[src/rtl/fpsc_pkg.sv]
package fpsc_pkg;
    parameter int WORD_W = 32;
    parameter int EXC_W  = 5;
    parameter int CODE_W = 12;
    parameter int RM_W   = 2;

    localparam int RM_LSB    = 0;
    localparam int FLAG_LSB  = RM_LSB + RM_W;
    localparam int EN_LSB    = FLAG_LSB + EXC_W;
    localparam int CAUSE_LSB = EN_LSB + EXC_W;
    localparam int DN_BIT    = CAUSE_LSB + EXC_W + 1;

    localparam logic [WORD_W-1:0] WR_MASK   = 32'h0005_FFFF;
    localparam logic [RM_W-1:0]   RM_ZERO   = 2'b01;
    localparam logic [CODE_W-1:0] TRAP_CODE = 12'h120;

    typedef enum logic {RND_NEAREST = 1'b0, RND_TOWARD_ZERO = 1'b1} rnd_e;

    typedef struct packed {
        logic inv;
        logic dz;
        logic ovf;
        logic unf;
        logic inx;
    } exc_t;

    function automatic logic [EXC_W-1:0] get_grp(input logic [WORD_W-1:0] w, input int lsb);
        return w[lsb +: EXC_W];
    endfunction
endpackage

[src/rtl/fpsc_mode_decode.sv]
module fpsc_mode_decode
    import fpsc_pkg::*;
(
    input  logic [WORD_W-1:0] ctl,
    output rnd_e              rnd_mode,
    output logic              flush
);
    always_comb begin
        rnd_mode = (ctl[RM_LSB +: RM_W] == RM_ZERO) ? RND_TOWARD_ZERO : RND_NEAREST;
        flush    = ctl[DN_BIT];
    end
endmodule

[src/rtl/fpsc_status_next.sv]
module fpsc_status_next
    import fpsc_pkg::*;
(
    input  logic [WORD_W-1:0] ctl_cur,
    input  exc_t              exc,
    output logic [WORD_W-1:0] ctl_upd,
    output logic              trap_hit
);
    logic [EXC_W-1:0] raw;
    logic [EXC_W-1:0] cause_new;
    logic [EXC_W-1:0] enables;
    logic             any_exc;

    always_comb begin
        raw       = exc;
        any_exc   = |raw;
        enables   = get_grp(ctl_cur, EN_LSB);
        cause_new = get_grp(ctl_cur, CAUSE_LSB) | (any_exc ? raw : '0);
        ctl_upd   = ctl_cur;
        ctl_upd[FLAG_LSB +: EXC_W]  = raw;
        ctl_upd[CAUSE_LSB +: EXC_W] = cause_new;
        trap_hit  = any_exc && |(cause_new & enables);
    end
endmodule

[src/rtl/fpsc_ctrl.sv]
module fpsc_ctrl
    import fpsc_pkg::*;
(
    input  logic              clk,
    input  logic              rst,
    input  logic              wr_en,
    input  logic [31:0]       wr_data,
    input  logic              op_done,
    input  logic              op_is_cmp,
    input  logic              cmp_gt_sel,
    input  logic              rel_eq,
    input  logic              rel_gt,
    input  logic              rel_unord,
    input  logic [4:0]        exc_raw,
    output logic [31:0]       ctl_word,
    output logic              rnd_zero,
    output logic              flush_zero,
    output logic              t_bit,
    output logic              trap_req,
    output logic [11:0]       trap_code
);
    logic [WORD_W-1:0] ctl_q;
    logic [WORD_W-1:0] ctl_upd;
    logic              t_q;
    logic              trap_q;
    logic              trap_hit;
    logic              status_op;
    logic              ordered_cmp;
    rnd_e              rnd_mode;

    fpsc_status_next u_next (
        .ctl_cur (ctl_q),
        .exc     (exc_t'(exc_raw)),
        .ctl_upd (ctl_upd),
        .trap_hit(trap_hit)
    );

    fpsc_mode_decode u_dec (
        .ctl     (ctl_q),
        .rnd_mode(rnd_mode),
        .flush   (flush_zero)
    );

    always_comb begin
        status_op   = op_done && !wr_en && (!op_is_cmp || rel_unord);
        ordered_cmp = op_done && !wr_en && op_is_cmp && !rel_unord;
    end

    always_ff @(posedge clk) begin
        if (rst) begin
            ctl_q  <= '0;
            t_q    <= 1'b0;
            trap_q <= 1'b0;
        end else begin
            trap_q <= status_op && trap_hit;
            if (wr_en) begin
                ctl_q <= wr_data & WR_MASK;
            end else if (status_op) begin
                ctl_q <= ctl_upd;
            end
            if (ordered_cmp) begin
                t_q <= cmp_gt_sel ? rel_gt : rel_eq;
            end
        end
    end

    assign ctl_word  = ctl_q;
    assign rnd_zero  = (rnd_mode == RND_TOWARD_ZERO);
    assign t_bit     = t_q;
    assign trap_req  = trap_q;
    assign trap_code = trap_q ? TRAP_CODE : '0;
endmodule

[config.mk]
export PLATFORM = sky130hd
export DESIGN_NAME = fpsc_ctrl
export DESIGN_NICKNAME = d
export VERILOG_FILES = /design/src/rtl/fpsc_pkg.sv /design/src/rtl/fpsc_mode_decode.sv /design/src/rtl/fpsc_status_next.sv /design/src/rtl/fpsc_ctrl.sv
export SDC_FILE = /design/constraint.sdc
export NUM_CORES = 1
export LEC_CHECK = 0
export ABC_AREA = 1
export BUFFER_PORTS_ARGS = -buffer_cell sky130_fd_sc_hd__buf_2
export CORE_ASPECT_RATIO = 0.8
export CORE_MARGIN = 4
export CORE_UTILIZATION = 30
export DETAILED_ROUTE_END_ITERATION = 10
export GPL_TIMING_DRIVEN = 0
export PLACE_DENSITY = 0.7
export SLEW_MARGIN = 0
export SYNTH_ARGS = -nofsm -noshare
export SYNTH_HDL_FRONTEND = slang
export SYNTH_SLANG_ARGS = --single-unit
[constraint.sdc]
create_clock -name clk -period 1 [get_ports clk]
set_input_delay 0.1 -clock clk [delete_from_list [all_inputs] [get_ports clk]]
set_output_delay 0.1 -clock clk [all_outputs]
set_load 0.01 [all_outputs]
==> run summary <==
library cells used by synthesis -> 18
clock transition at the registers of the reported paths -> 70 ps
DP Wirelength -> 2560 µm
pin count of the biggest net entering global routing -> 12
Post-Syn Area -> 1200 µm²
number of max-slew violations in the final report -> 0
CP Capture Type -> output pin
number of diodes -> 0
static leakage power -> 0.000971 µW
Root Driver -> clkbuf_8
IO Port Bufs -> 55
share of the synthesized area in the top cell type -> 0.333
initial antenna violation count -> 0
drt drc -> 0
area of the core -> 3830 µm²
max cap viols -> 0
VDD IR max -> 767 µV
Pwr Density -> 1200 nW/µm²
Layout area overhead -> 40.7%
reg2reg end -> trap_req
worst reg-to-reg setup slack -> 100 ps
antenna-violating nets left -> 0
Reg area -> 403 µm²
GRT Total Usage -> 0.119
Synth area leader -> dfxtp_1
placed insts -> 310
Final Cycle Share -> 0.938
fin crit period -> 938 ps
Via density -> 3.83
first-pass GRT wire length -> 4860 µm
most common cell after layout, fill and taps aside -> buf_2
Max Root-Sink Buffers -> 2
hold_ws -> 60.3 ps
TritonCTS Buffers -> 3
wire per inst -> 9.91 µm
Cell Rows -> 20
clock skew -> 1.61 ps
syn_area_per_cell -> 6.80 µm²
R2R depth -> 4
vias in the first global route -> 1038
Hold Fails Final Rpt -> 0
1st-pass router iterations -> 4
routed vias -> 1203
# fillers -> 415
clock tree from TritonCTS -> built
commonest non-fill, non-tap cells in the layout -> buf_2, nand2_1, nor2_1
Final Net Count -> 306
multi-input logic area -> 601 µm²
Crit Reg-Reg Startpoint -> ctl_word[15]
layout cells sized above 1 -> 0.394
run status -> finished clean
part of the Yosys area used for sequential elements -> 0.333
Place WS -> -16.9 ps
synth top area cells -> dfxtp_1, buf_4, nand2_1, nor2_1, o21ai_0
num ports -> 94
DR iter-0 viols -> 41
synthesized flop and latch total -> 20
Required @ worst endpoint -> 900 ps
Hold Startpoint -> wr_data[10]
final setup vio count -> 0
kind of critical path -> reg -> out
Hold/Removal Path Class -> in -> reg
# clock sinks -> 20
CP arrival -> 840 ps
Finished Layout Cells -> 314
die area -> 5100 µm²
Initial Utilization -> 0.314
Post-Synthesis Cells -> 177
Final WS setup -> 61.9 ps
GPL Wtd Cong -> 0.754
H-tree Lvls -> 1
Hold Path Depth -> 3
FMAX -> 1070 MHz
Clk Latency, worst-skew pair -> 260 ps
Fin Setup TNS -> 0 ps
total gr overflow -> 0
CP Max Fanout -> 2
WL final -> 3110 µm
Syn. warnings -> 0
die width -> 78.8 µm
Die Ht -> 64.7 µm
Worst setup SP type -> flop
Hold Path End -> ctl_word[10]
postcts setup bufs -> 0
[cell families (layout without fill, tap and decap cells)]
kind of cell           after synthesis  count (layout)  share of synthesized area
AOI/OAI and AO/OA                   31              31                      0.146
buffers and inverters               45             104                      0.242
DFF                                 20              20                      0.333
other                                1              24                    0.00312
and+or+nand+nor                     80              80                      0.277
[worst max-delay path by stage]
stage                   end    startpoint  slack, ps
2_1_floorplan      trap_req  ctl_word[15]        180
3_3_place_gp   ctl_word[16]     rel_unord         20
3_5_place_dp   ctl_word[14]     rel_unord        -20
4_1_cts        trap_code[5]      trap_req         60
5_1_grt            rnd_zero   ctl_word[0]         -4
6_report           rnd_zero   ctl_word[0]         60
[routing by layer]
metal,share of wire,track usage,vias up
met4,0.0035,0.0193,0
met1,0.45,0.153,497
met5,0,0,-
met3,0.088,0.0486,2
met2,0.46,0.191,36
li1,-,-,668
[through the flow]
stage          power (µW)   util  instance area [µm²]
2_1_floorplan        1250      -                 1290
3_3_place_gp         1430  0.427                 1630
3_5_place_dp         1430  0.427                 1630
4_1_cts              2050  0.441                 1690
5_1_grt              2170  0.442                 1690
6_report             2030  0.442                 1690
[power by group]
group	switching (µW)	internal [µW]	leakage (µW)
sequential	40.5	854	0.000166
clock	265	350	0.0000288
combinational	281	242	0.000776
total	587	1450	0.000971
[timing repair]
action,in CTS,in global routing
setup endpoints to repair,0,2
resized for setup,0,4
hold buffers,0,0
[critical path, stage by stage, from the launching register on]
cell and delay (ps):
dfxtp_2 330, inv_2 40, nor2_2 90, buf_2 130
[cell type report]
cell class | instances | share of cell area
Clock buffer | 4 | 0.0325
Tap cell | 55 | 0.0406
Sequential cell | 20 | 0.238
Multi-Input combinational cell | 135 | 0.355
Timing Repair Buffer | 55 | 0.162
Inverter | 13 | 0.0288
Buffer | 32 | 0.143
[registers in the layout (all words and copies together), names as in the netlist]
name,flops
ctl_word,18
t_bit,1
trap_req,1
[cells in the mapped netlist]
master   instances
o21ai_0         16
dfxtp_1         20
a31oi_1          1
nor2_4           1
inv_2            1
a21oi_1          6
conb_1           1
nor2_1          30
inv_1           12
o21ai_2          2
buf_6            2
buf_2            2
o21ai_1          5
nand2_4          2
buf_4           28
a21oi_4          1
nand3_1          8
nand2_1         39
No activity file was read; power rests on OpenSTA's default activity.
